`config.mk`:
```
export PLATFORM = sky130hd
export DESIGN_NAME = flash_word_reader
export DESIGN_NICKNAME = d
export VERILOG_FILES = /design/src/rtl/frc_pkg.sv /design/src/rtl/frc_setup_delay.sv /design/src/rtl/frc_sense_join.sv /design/src/rtl/frc_read_fsm.sv /design/src/rtl/flash_word_reader.sv
export SDC_FILE = /design/constraint.sdc
export NUM_CORES = 1
export LEC_CHECK = 0
export BUFFER_PORTS_ARGS = -buffer_cell sky130_fd_sc_hd__buf_2
export CORE_ASPECT_RATIO = 2
export CORE_MARGIN = 3
export CORE_UTILIZATION = 30
export DETAILED_ROUTE_END_ITERATION = 10
export PLACE_DENSITY_LB_ADDON = 0.15
export SLEW_MARGIN = 10
export SYNTH_ARGS = -nofsm -noshare
export SYNTH_HDL_FRONTEND = slang
export SYNTH_SLANG_ARGS = --single-unit
```
`constraint.sdc`:
```
create_clock -name clk -period 4.41 [get_ports clk]
set_input_delay 0.6615 -clock clk [delete_from_list [all_inputs] [get_ports clk]]
set_output_delay 0.6615 -clock clk [all_outputs]
set_load 0.1 [all_outputs]
```
`src/rtl/frc_pkg.sv`:
```
package frc_pkg;

    localparam int unsigned LANES  = 4;
    localparam int unsigned STRIDE = 4;

    typedef enum logic [2:0] {
        ST_IDLE,
        ST_ADR_UP,
        ST_SE_UP,
        ST_SE_DN,
        ST_ADR_DN,
        ST_RES_UP,
        ST_RES_DN,
        ST_CNT_ACK
    } frc_state_e;

    typedef struct packed {
        logic adr_req;
        logic se;
        logic res_en;
        logic cnt_ack;
    } frc_drive_t;

    function automatic logic count_mapped(input int unsigned c);
        return (c >= 1) && (c <= LANES);
    endfunction

    function automatic int unsigned count_to_addr(input int unsigned c);
        return c * STRIDE;
    endfunction

    function automatic int unsigned count_to_lane(input int unsigned c);
        return c - 1;
    endfunction

endpackage

```
`src/rtl/frc_setup_delay.sv`:
```
module frc_setup_delay #(
    parameter int unsigned STAGES = 2
) (
    input  logic clk,
    input  logic rst,
    input  logic req_i,
    output logic ack_o
);
    logic [STAGES-1:0] line_q;

    generate
        if (STAGES == 1) begin : g_one
            always_ff @(posedge clk) begin
                if (rst) line_q <= '0;
                else     line_q <= req_i;
            end
        end else begin : g_many
            always_ff @(posedge clk) begin
                if (rst) line_q <= '0;
                else     line_q <= {line_q[STAGES-2:0], req_i};
            end
        end
    endgenerate

    assign ack_o = line_q[STAGES-1];

    AST_DELAY_ACK_RISE: assert property (@(posedge clk) disable iff (rst)
        $rose(ack_o) |-> req_i);

endmodule

```
`src/rtl/frc_sense_join.sv`:
```
module frc_sense_join #(
    parameter int unsigned DATA_W = 32
) (
    input  logic              clk,
    input  logic              rst,
    input  logic              se_i,
    input  logic              dvalid_i,
    input  logic [DATA_W-1:0] dout_i,
    output logic              ack_o,
    output logic [DATA_W-1:0] word_o
);
    logic ack_q;

    assign ack_o = se_i & dvalid_i;

    always_ff @(posedge clk) begin
        if (rst) begin
            ack_q  <= 1'b0;
            word_o <= '0;
        end else begin
            ack_q <= ack_o;
            if (ack_o && !ack_q) word_o <= dout_i;
        end
    end

endmodule

```
`src/rtl/frc_read_fsm.sv`:
```
module frc_read_fsm
    import frc_pkg::*;
#(
    parameter int unsigned CNT_W  = 3,
    parameter int unsigned ADDR_W = 8,
    localparam int unsigned LW    = $clog2(LANES)
) (
    input  logic              clk,
    input  logic              rst,
    input  logic              cnt_req_i,
    input  logic [CNT_W-1:0]  cnt_val_i,
    output logic              cnt_ack_o,
    output logic              adr_req_o,
    input  logic              adr_ack_i,
    output logic [ADDR_W-1:0] addr_o,
    output logic              se_o,
    input  logic              sense_ack_i,
    input  logic              dvalid_i,
    output logic [LANES-1:0]  res_req_o,
    input  logic [LANES-1:0]  res_ack_i
);
    frc_state_e state_q, state_d;
    frc_drive_t drv;
    logic [LW-1:0] lane_q;
    logic          mapped;
    logic          lane_ack;

    assign mapped   = count_mapped(int'(cnt_val_i));
    assign lane_ack = res_ack_i[lane_q];

    always_comb begin
        state_d = state_q;
        unique case (state_q)
            ST_IDLE:    if (cnt_req_i) state_d = mapped ? ST_ADR_UP : ST_CNT_ACK;
            ST_ADR_UP:  if (adr_ack_i) state_d = ST_SE_UP;
            ST_SE_UP:   if (sense_ack_i) state_d = ST_SE_DN;
            ST_SE_DN:   if (!sense_ack_i && !dvalid_i) state_d = ST_ADR_DN;
            ST_ADR_DN:  if (!adr_ack_i) state_d = ST_RES_UP;
            ST_RES_UP:  if (lane_ack) state_d = ST_RES_DN;
            ST_RES_DN:  if (!lane_ack) state_d = ST_CNT_ACK;
            ST_CNT_ACK: if (!cnt_req_i) state_d = ST_IDLE;
            default:    state_d = ST_IDLE;
        endcase
    end

    always_comb begin
        drv = '0;
        unique case (state_q)
            ST_ADR_UP:  drv.adr_req = 1'b1;
            ST_SE_UP:   begin drv.adr_req = 1'b1; drv.se = 1'b1; end
            ST_SE_DN:   drv.adr_req = 1'b1;
            ST_RES_UP:  drv.res_en  = 1'b1;
            ST_CNT_ACK: drv.cnt_ack = 1'b1;
            default:    drv = '0;
        endcase
    end

    always_ff @(posedge clk) begin
        if (rst) begin
            state_q <= ST_IDLE;
            lane_q  <= '0;
            addr_o  <= '0;
        end else begin
            state_q <= state_d;
            if (state_q == ST_IDLE && cnt_req_i && mapped) begin
                lane_q <= LW'(count_to_lane(int'(cnt_val_i)));
                addr_o <= ADDR_W'(count_to_addr(int'(cnt_val_i)));
            end
        end
    end

    generate
        for (genvar i = 0; i < LANES; i++) begin : g_lane
            assign res_req_o[i] = drv.res_en && (lane_q == LW'(i));
        end
    endgenerate

    assign adr_req_o = drv.adr_req;
    assign se_o      = drv.se;
    assign cnt_ack_o = drv.cnt_ack;

    AST_SE_AFTER_ADR_ACK: assert property (@(posedge clk) disable iff (rst)
        $rose(se_o) |-> adr_ack_i);
    AST_ADDR_FROZEN: assert property (@(posedge clk) disable iff (rst)
        (se_o || dvalid_i) |-> $stable(addr_o));
    AST_SE_HELD: assert property (@(posedge clk) disable iff (rst)
        (se_o && !sense_ack_i) |=> se_o);
    AST_RES_ONEHOT: assert property (@(posedge clk) disable iff (rst)
        $onehot0(res_req_o));
    AST_CNT_ACK_CLEAN: assert property (@(posedge clk) disable iff (rst)
        $rose(cnt_ack_o) |-> (res_req_o == '0 && !se_o && !adr_req_o));
    AST_CNT_ACK_HOLD: assert property (@(posedge clk) disable iff (rst)
        (cnt_ack_o && cnt_req_i) |=> cnt_ack_o);

endmodule

```
`src/rtl/flash_word_reader.sv`:
```
module flash_word_reader
    import frc_pkg::*;
#(
    parameter int unsigned CNT_W     = 3,
    parameter int unsigned ADDR_W    = 8,
    parameter int unsigned DATA_W    = 32,
    parameter int unsigned SETUP_CYC = 2
) (
    input  logic              clk,
    input  logic              rst,
    input  logic              cnt_req,
    input  logic [CNT_W-1:0]  cnt_val,
    output logic              cnt_ack,
    output logic [ADDR_W-1:0] mem_addr,
    output logic              mem_se,
    input  logic              mem_dvalid,
    input  logic [DATA_W-1:0] mem_dout,
    output logic [LANES-1:0]  res_req,
    output logic [DATA_W-1:0] res_word,
    input  logic [LANES-1:0]  res_ack
);
    logic adr_req;
    logic adr_ack;
    logic sense_ack;

    frc_setup_delay #(.STAGES(SETUP_CYC)) u_delay (
        .clk   (clk),
        .rst   (rst),
        .req_i (adr_req),
        .ack_o (adr_ack)
    );

    frc_sense_join #(.DATA_W(DATA_W)) u_join (
        .clk      (clk),
        .rst      (rst),
        .se_i     (mem_se),
        .dvalid_i (mem_dvalid),
        .dout_i   (mem_dout),
        .ack_o    (sense_ack),
        .word_o   (res_word)
    );

    frc_read_fsm #(.CNT_W(CNT_W), .ADDR_W(ADDR_W)) u_fsm (
        .clk         (clk),
        .rst         (rst),
        .cnt_req_i   (cnt_req),
        .cnt_val_i   (cnt_val),
        .cnt_ack_o   (cnt_ack),
        .adr_req_o   (adr_req),
        .adr_ack_i   (adr_ack),
        .addr_o      (mem_addr),
        .se_o        (mem_se),
        .sense_ack_i (sense_ack),
        .dvalid_i    (mem_dvalid),
        .res_req_o   (res_req),
        .res_ack_i   (res_ack)
    );

endmodule

```
==> results of run 1 <==
==> power by group <==
| group | switching (uW) | internal (uW) |
|---|---|---|
| combinational | 330 | 92.3 |
| sequential | 45.6 | 431 |
| clock | 137 | 264 |
==> area by class of cell <==
type                    instances  area [um2]
clock buffers                   6         129
clock inverters                 1        30.0
repair buffers                 84         423
fillers                       619        3370
inverters                       4        15.0
well taps                      61        76.3
multi-input cells             155         802
flip-flops and latches         43         861
==> flip-flops by register name (all words and copies together) (netlist names) <==
register / count
u_fsm.state_q: 3
u_fsm.lane_q: 2
u_delay.line_q: 2
u_join.word_o: 32
u_fsm.addr_o: 3
u_join.ack_q: 1
==> worst register-to-register path, delay by kind of cell (launching register included) <==
kind | cells | cell delay (ps)
compound gates | 1 | 80
flops | 1 | 650
simple gates | 3 | 990
==> cells by family (layout without fill, tap and decap cells) <==
group | after synthesis | count (layout) | share of synthesized area, %
multiplexers | 6 | 6 | 4.10
buffers and inverters | 26 | 95 | 7.49
adder cells (fa/ha/maj) | 2 | 2 | 1.41
AO/OA/AOI/OAI | 48 | 48 | 15.3
AND/OR/NAND/NOR | 94 | 94 | 22.9
other | 1 | 5 | 0.212
flip-flops | 43 | 43 | 48.6
==> layer usage <==
layer / track usage [%] / share of wire, %
met1: 14.9 / 39
met2: 21.6 / 54
met3: 2.48 / 5.7
met4: 5.03 / 1.8
met5: 0 / 0
==> worst min-delay path by stage <==
stage                                 start                 to  cells past startpoint
after floorplan           u_delay.line_q[0]  u_delay.line_q[1]                      1
final                     u_delay.line_q[0]  u_delay.line_q[1]                      1
after global routing      u_delay.line_q[0]  u_delay.line_q[1]                      1
after detailed placement  u_delay.line_q[0]  u_delay.line_q[1]                      1
after global placement    u_delay.line_q[0]  u_delay.line_q[1]                      1
after CTS                  u_join.word_o[9]   u_join.word_o[9]                      2
==> cell usage in the layout (no fill, tap or decap), drive strengths merged, types with 2 or more instances in the layout <==
cell	Yosys	final
nor2	11	11
nand2	67	67
clkbuf	10	6
nand2b	2	2
a211oi	4	4
nor4b	2	2
ha	2	2
buf	12	84
conb	1	5
o21ai	2	2
and3	4	4
a21oi	35	35
inv	4	4
dfxtp	43	43
mux2i	5	5
==> metrics by stage <==
| stage | instance area (um2) | cells |
|---|---|---|
| 6_report | 2340 | 354 |
| 2_1_floorplan | 1790 | 224 |
| 5_1_grt | 2340 | 354 |
| 4_1_cts | 2340 | 354 |
| 3_3_place_gp | 2180 | 347 |
| 3_5_place_dp | 2180 | 347 |
==> flow_metrics.py, run 1 <==
metrics = {
    "status": {
        "status": "complete, no violations",
    },
    "setup_path": {
        "crit_family": "flip-flops",
        "cp_slowest_cell": "dfxtp_1",
        "worst-path-stages": 4,
        "path_cells": "nand2_1 -> nor2_1 -> and3_1 -> buf_2",
        "worstSetupEndpoint": "res_req[3]",
        "required_ps": 3750,
        "path_buf_inv": 1,
        "crit_start": "u_fsm.state_q[2]",
        "worst_r2r_startpoint": "u_fsm.state_q[1]",
        "crit_type": "reg -> out",
        "r2r_slack_ps": 2550,
        "max_stage_delay_ps": 600,
        "startpoint_type": "flop",
        "r2r.worst_path.cells": 4,
        "reg2reg_to": "u_join.word_o[13]",
        "cp_max_fo": 14,
        "cp.arrival_ps": 1820,
        "end_kind": "output port",
    },
    "clocking": {
        "cts_root_buffer": "clkbuf_16",
        "post_cts_resized": 0,
        "cts_buffers": 5,
        "cts_hold_buf": 0,
        "postCtsSetupBuffers": 0,
        "clkLatencyLatePin_ps": 270,
        "clkSinkCount": 43,
        "clkTransAtPathRegs_ps": 60,
        "cts_tree": "done",
        "clockBufferDepth": 2,
        "htreeDepth": 2,
    },
    "grt": {
        "grt_start_max_net_pins": 44,
        "grt.overflow.total": 0,
        "antenna_found_initial": 0,
        "grt_pass1_wl_mm": 6.70,
        "grt_pass1_vias": 1406,
        "grt_use_total_pct": 12.6,
    },
    "floorplan": {
        "io_pins": 89,
        "rows": 39,
        "core_um2": 5710,
        "initial_utilization_pct": 31.0,
        "die_y_um": 115,
        "die_w_um": 60.3,
        "die_area_um2": 6920,
    },
    "logic_synthesis": {
        "synth_edf_count": 0,
        "syn_inst": 220,
        "post-synth-top-count-cell": "nand2_1",
        "synth_area_um2": 1770,
        "synth_ff_type": "dfxtp_1",
        "yosysWarnings": 0,
        "ys_top_cells_by_area": "dfxtp_1, nand2_1, a21oi_1",
        "ys_seq_area_share_pct": 48.6,
        "avgSynthCellArea_um2": 8.05,
        "synth_top_area_share_pct": 48.6,
        "synth_top_area_cell": "dfxtp_1",
        "synthTopCellsByCount": "nand2_1, dfxtp_1, a21oi_1, nor2_1, clkbuf_1",
        "synth_cell_types": 34,
        "synth-seq-cells": 43,
        "synth-async-reset-ratio_pct": 0,
    },
    "timing": {
        "final_hold_viol_count": 0,
        "fin_setup_tns_ps": 0,
        "worstMarginPinSlew_ps": 824,
        "slew-limit-headroom_pct": 45.1,
        "drv_slew": 0,
        "setup_violations": 0,
        "layout_min_cycle_time_ps": 2490,
        "rsz0062_at_grt": "false",
        "period_share_pct": 56.4,
        "skew_ps": 3.10,
        "timing.fmax_ghz": 0.402,
        "hold_ws_ps": 447,
        "setup_slack_ps": 1920,
    },
    "route": {
        "ant_nets": 0,
        "drt_pass1_iterations": 5,
        "vias": 1673,
        "post_drt_wl_per_cell_um": 12.4,
        "vias_per_cell": 4.73,
        "drc_errors": 0,
        "drt_iter0_drc": 72,
        "wirelength_mm": 4.39,
    },
    "power": {
        "total_power_uw": 1300,
        "power.leakage_uw": 0.00106,
        "max-vdd-ir-drop_v": 0.000275,
        "power_density_nw_per_um2": 556,
    },
    "placement": {
        "port_buffers": 83,
        "place_ws_ps": 2250,
        "globalplace.congestion": 0.708,
        "hpwl_mm": 3.20,
    },
    "finish": {
        "fin_util_pct": 40.9,
        "synthToLayoutAreaGrowth_pct": 31.9,
        "final_nets": 338,
        "layout-drive-gt1-share_pct": 32.4,
        "diodes": 0,
    },
    "hold_path": {
        "min_path_type": "reg -> reg",
    },
    "job": {
        "drv_cap": 0,
    },
}
No activity file was read; power rests on OpenSTA's default activity.
==> run 2, diff against run 1 <==
--- a/config.mk
+++ b/config.mk
@@ -5,6 +5,7 @@
 export SDC_FILE = /design/constraint.sdc
 export NUM_CORES = 1
 export LEC_CHECK = 0
+export ABC_AREA = 1
 export BUFFER_PORTS_ARGS = -buffer_cell sky130_fd_sc_hd__buf_2
 export CORE_ASPECT_RATIO = 2
 export CORE_MARGIN = 3
==> constraint.sdc (replaced) <==
create_clock -name clk -period 2.11 [get_ports clk]
set_input_delay 0.3165 -clock clk [delete_from_list [all_inputs] [get_ports clk]]
set_output_delay 0.3165 -clock clk [all_outputs]
set_load 0.1 [all_outputs]
==> flow_metrics.py, run 2 <==
metrics = {
    "setup_path": {
        "end_kind": "output port",
        "crit_type": "reg -> out",
        "required_ps": 1790,
        "startpoint_type": "flop",
        "cp.arrival_ps": 1630,
        "cp_max_fo": 6,
    },
    "clocking": {
        "cts_buffers": 5,
        "cts_root_buffer": "clkbuf_16",
        "htreeDepth": 2,
        "clkLatencyLatePin_ps": 280,
        "clkSinkCount": 43,
        "clockBufferDepth": 2,
        "cts_hold_buf": 0,
        "clkTransAtPathRegs_ps": 60,
        "cts_tree": "done",
    },
    "logic_synthesis": {
        "synth-async-reset-ratio_pct": 0,
        "synth_edf_count": 0,
        "synth_cell_types": 23,
        "synth_top_area_share_pct": 44.1,
        "ys_seq_area_share_pct": 44.1,
        "synth_ff_type": "dfxtp_1",
        "post-synth-top-count-cell": "inv_1",
        "avgSynthCellArea_um2": 7.93,
        "synth-seq-cells": 43,
        "yosysWarnings": 0,
        "syn_inst": 246,
        "synth_area_um2": 1950,
        "synth_top_area_cell": "dfxtp_1",
        "ys_top_cells_by_area": "dfxtp_1, inv_1, a21oi_2",
        "synthTopCellsByCount": "inv_1, dfxtp_1, nand2_1, a21oi_1, o21ai_1",
    },
    "finish": {
        "final_cell_mix": "buf_2, inv_1, dfxtp_1",
        "final_common_cell": "buf_2",
        "top_regs": "u_join.word_o (32), u_fsm.addr_o (3), u_fsm.state_q (3)",
        "largest-register": "u_join.word_o",
        "fin_cells": 412,
        "nFillCells": 683,
        "synthToLayoutAreaGrowth_pct": 32.6,
        "largest_reg_flops": 32,
        "layout-drive-gt1-share_pct": 41.7,
        "diodes": 0,
        "final_nets": 370,
    },
    "timing": {
        "drv_slew": 0,
        "layout_min_cycle_time_ps": 1950,
        "timing.fmax_ghz": 0.514,
        "skew_ps": 3.33,
        "period_share_pct": 92.2,
        "rsz0062_at_grt": "false",
        "setup_violations": 0,
        "final_hold_viol_count": 0,
    },
    "route": {
        "vias": 1741,
        "post_drt_wl_per_cell_um": 10.8,
        "wirelength_mm": 4.46,
        "vias_per_cell": 4.23,
        "drt_iter0_drc": 49,
        "drc_errors": 0,
        "ant_nets": 0,
        "drt_pass1_iterations": 4,
    },
    "status": {
        "status": "complete, no violations",
    },
    "grt": {
        "grt_start_max_net_pins": 65,
        "grt_util_met2_pct": 24.3,
        "use_met3_pct": 3.46,
        "grt_pass1_wl_mm": 7.35,
        "antenna_found_initial": 0,
        "grt_pass1_vias": 1713,
        "grt_most_used_layer": "met2",
        "grtUsageMet1_pct": 10.9,
        "grt_use_total_pct": 12.5,
        "grt.overflow.total": 0,
    },
    "floorplan": {
        "die_area_um2": 7570,
        "rows": 41,
        "io_pins": 89,
        "die_w_um": 63.0,
        "die_y_um": 120,
        "core_um2": 6310,
        "initial_utilization_pct": 30.9,
    },
    "power": {
        "power_density_nw_per_um2": 1400,
        "max-vdd-ir-drop_v": 0.000807,
        "total_power_uw": 3620,
        "power.leakage_uw": 0.00120,
    },
    "job": {
        "drv_cap": 0,
    },
    "placement": {
        "dpl.cell_count": 404,
        "port_buffers": 83,
        "hpwl_mm": 3.41,
        "globalplace.congestion": 0.806,
    },
    "hold_path": {
        "min_path_type": "in -> reg",
    },
}
==> run 2: final cells by class <==
cell class / count / area [um2] / share of cell area, %
inverters: 46 / 173 / 6.67
flip-flops and latches: 43 / 862 / 33.3
clock inverters: 2 / 12.5 / 0.483
clock buffers: 6 / 129 / 4.98
multi-input cells: 144 / 840 / 32.4
well taps: 86 / 108 / 4.16
repair buffers: 85 / 465 / 18.0
==> run 2: through the flow <==
step | hold WS (ps) | instance area [um2] | worst slack [ps] | util [%] | TNS (ps)
3_5_place_dp | 402 | 2440 | 344 | 38.6 | 0
5_1_grt | 279 | 2590 | 15.5 | 41.0 | 0
6_report | 270 | 2590 | 164 | 41.0 | 0
3_3_place_gp | 393 | 2440 | 378 | 38.6 | 0
2_1_floorplan | 386 | 2020 | -169 | - | -2000
4_1_cts | 272 | 2580 | 28.3 | 40.9 | 0
==> run 2: path summary, 6_finish.rpt <==
path,cells after the start,from,end,slack (ps)
min,2,rst,u_fsm.lane_q[0],270
max reg2reg,7,u_fsm.state_q[1],u_join.word_o[20],470
min reg2reg,2,u_delay.line_q[0],u_delay.line_q[1],400
max,5,u_fsm.state_q[0],res_req[1],160
==> run 2: critical path: stages, from the launching register on <==
cell and delay (ps):
dfxtp_1 450, inv_1 100, nor2_1 130, nand2_1 180, nor3_2 140, clkbuf_4 350
==> run 2: routing by layer <==
metal	share of wire (%)	routed length (um)
met1	36	1610
met2	56	2490
met3	5.7	255
met4	2.5	113
met5	0	0
==> run 2: cells by family (layout without fill, tap and decap cells) <==
group | Yosys count | in the layout | synth area share, %
AOI/OAI and AO/OA | 76 | 76 | 24.7
adders and majority gates | 2 | 2 | 1.28
buffers and inverters | 63 | 139 | 16.2
DFF | 43 | 43 | 44.1
other | 1 | 5 | 0.192
and+or+nand+nor | 61 | 61 | 13.6
==> run 2: report_power, final <==
part	switching (uW)	total (uW)	internal [uW]	leakage [uW]
Combinational	1460	1780	324	0.000779
Sequential	114	1100	983	0.000351
Clock	305	741	436	0.0000669
Total	1870	3620	1740	0.00120
==> run 2: repair_timing <==
item / in CTS / in global routing
hold endpoints to repair: 0 / 0
setup endpoints to repair: 0 / 4
buffers inserted: 0 / 0
gates resized for setup: 0 / 6
==> run 3, diff against run 2 <==
==> constraint.sdc (replaced) <==
create_clock -name clk -period 2.11 [get_ports clk]
set_input_delay 0.1055 -clock clk [delete_from_list [all_inputs] [get_ports clk]]
set_output_delay 0.1055 -clock clk [all_outputs]
set_load 0.1 [all_outputs]
==> flow_metrics.py, run 3 (same netlist as run 2, synthesis figures left out) <==
metrics = {
    "grt": {
        "antenna_found_initial": 0,
        "grt_start_max_net_pins": 65,
        "grt_pass1_vias": 1691,
        "grt_pass1_wl_mm": 7.57,
        "grt_use_total_pct": 12.6,
        "grt.overflow.total": 0,
    },
    "power": {
        "power.leakage_uw": 0.00120,
        "swShare_pct": 50.1,
        "total_power_uw": 3720,
        "pwr-share-comb_pct": 47.9,
        "clkPwrFrac_pct": 22.7,
        "intPower_uw": 1860,
        "max-vdd-ir-drop_v": 0.000491,
        "seqPwrFrac_pct": 29.4,
        "power_density_nw_per_um2": 1440,
        "p_switching_uw": 1870,
    },
    "finish": {
        "layout-drive-gt1-share_pct": 40.3,
        "fin_cells": 411,
        "synthToLayoutAreaGrowth_pct": 32.0,
        "final_cell_mix": "buf_2, inv_1, dfxtp_1",
        "register_area_um2": 862,
        "largest_reg_flops": 32,
        "nFillCells": 693,
        "top_regs": "u_join.word_o (32), u_fsm.addr_o (3), u_fsm.state_q (3)",
        "diodes": 0,
        "multiInputGateArea_um2": 820,
        "final_nets": 370,
        "final_common_cell": "buf_2",
        "largest-register": "u_join.word_o",
        "fin_area_um2": 2580,
    },
    "route": {
        "vias_per_cell": 4.25,
        "met1_length_mm": 1.67,
        "met3RoutedLength_um": 236,
        "vias": 1748,
        "wl_met2_mm": 2.65,
        "top_layer_used": "met4",
        "drc_errors": 0,
        "post_drt_wl_per_cell_um": 11.2,
        "ant_nets": 0,
        "wirelength_mm": 4.62,
        "drt_pass1_iterations": 4,
        "drt_iter0_drc": 46,
    },
    "placement": {
        "hpwl_mm": 3.52,
        "port_buffers": 83,
        "globalplace.congestion": 0.809,
        "dpl.cell_count": 404,
        "dpl_cell_area_um2": 2420,
    },
    "timing": {
        "timing.fmax_ghz": 0.529,
        "final_hold_viol_count": 0,
        "period_share_pct": 89.6,
        "setup_violations": 0,
        "drv_slew": 0,
        "fin_setup_tns_ps": 0,
        "layout_min_cycle_time_ps": 1890,
        "rsz0062_at_grt": "false",
        "skew_ps": 3.53,
    },
    "floorplan": {
        "core_um2": 6310,
        "die_w_um": 63.0,
        "initial_utilization_pct": 30.9,
        "io_pins": 89,
        "die_y_um": 120,
        "die_area_um2": 7570,
        "rows": 41,
    },
    "setup_path": {
        "path_buf_inv": 2,
        "cp.arrival_ps": 1780,
        "max_stage_delay_ps": 450,
        "crit_family": "buffers and inverters",
        "startpoint_type": "flop",
        "crit_type": "reg -> out",
        "cp_max_fo": 6,
        "required_ps": 2000,
        "cp_slowest_cell": "dfxtp_1",
        "path_cells": "inv_1 -> nor2_1 -> nand2_1 -> nor3_1 -> buf_2",
        "end_kind": "output port",
    },
    "status": {
        "status": "complete, no violations",
    },
    "clocking": {
        "clockBufferDepth": 2,
        "cts_tree": "done",
        "clkSinkCount": 43,
        "cts_hold_buf": 0,
        "postCtsSetupBuffers": 0,
        "post_cts_resized": 0,
        "htreeDepth": 2,
        "clkTransAtPathRegs_ps": 60,
        "cts_buffers": 5,
        "clkLatencyLatePin_ps": 280,
        "cts_root_buffer": "clkbuf_16",
    },
    "hold_path": {
        "min_path_type": "in -> reg",
    },
    "job": {
        "drv_cap": 0,
    },
}
## run 3: cell types whose count changed in the layout (fill, tap and decap cells not counted), sizes merged
| cell | delta |
|---|---|
| clkinvlp | -1 |
| clkinv | -1 |
| bufinv | +1 |
| buf | +2 |
| clkbuf | -2 |
## run 3: stage by stage
step | hold slack (ps) | util (%) | worst slack [ps]
after floorplan | 175 | - | -771
after global placement | 362 | 38.3 | 564
final | 77.4 | 40.8 | 220
after CTS | 74.0 | 40.8 | 202
after global routing | 89.8 | 40.8 | 30.3
after detailed placement | 366 | 38.3 | 494
## run 3: path summary, 6_finish.rpt
| check | startpoint | endpoint | slack [ps] | cells after the start |
|---|---|---|---|---|
| setup / recovery | u_fsm.state_q[0] | res_req[1] | 220 | 5 |
| setup reg to reg | u_fsm.state_q[1] | u_join.word_o[17] | 480 | 7 |
| hold / removal | rst | u_fsm.lane_q[0] | 80 | 2 |
| hold reg to reg | u_delay.line_q[0] | u_delay.line_q[1] | 410 | 2 |
## run 3: layout make-up
type                            instances  area share (%)
Timing Repair Buffer                   85            17.7
Multi-Input combinational cell        144            31.8
Inverter                               46            6.70
Clock buffer                            6            5.00
Sequential cell                        43            33.5
Tap cell                               86            4.18
Clock inverter                          1            1.17
## run 3: per-layer routing
metal,global-route usage [%],vias to the layer above
met5,0,-
met4,4.98,0
met3,2.72,4
li1,-,920
met2,23.9,42
met1,13.1,782
## run 3: power groups by stage
stage	clock network [uW]	registers, uW	logic, uW
finish	844	1090	1780
global route	913	1120	1910
CTS	879	1100	1800
detailed placement	0	1110	1800
global placement	0	1110	1790
floorplan	0	1990	681
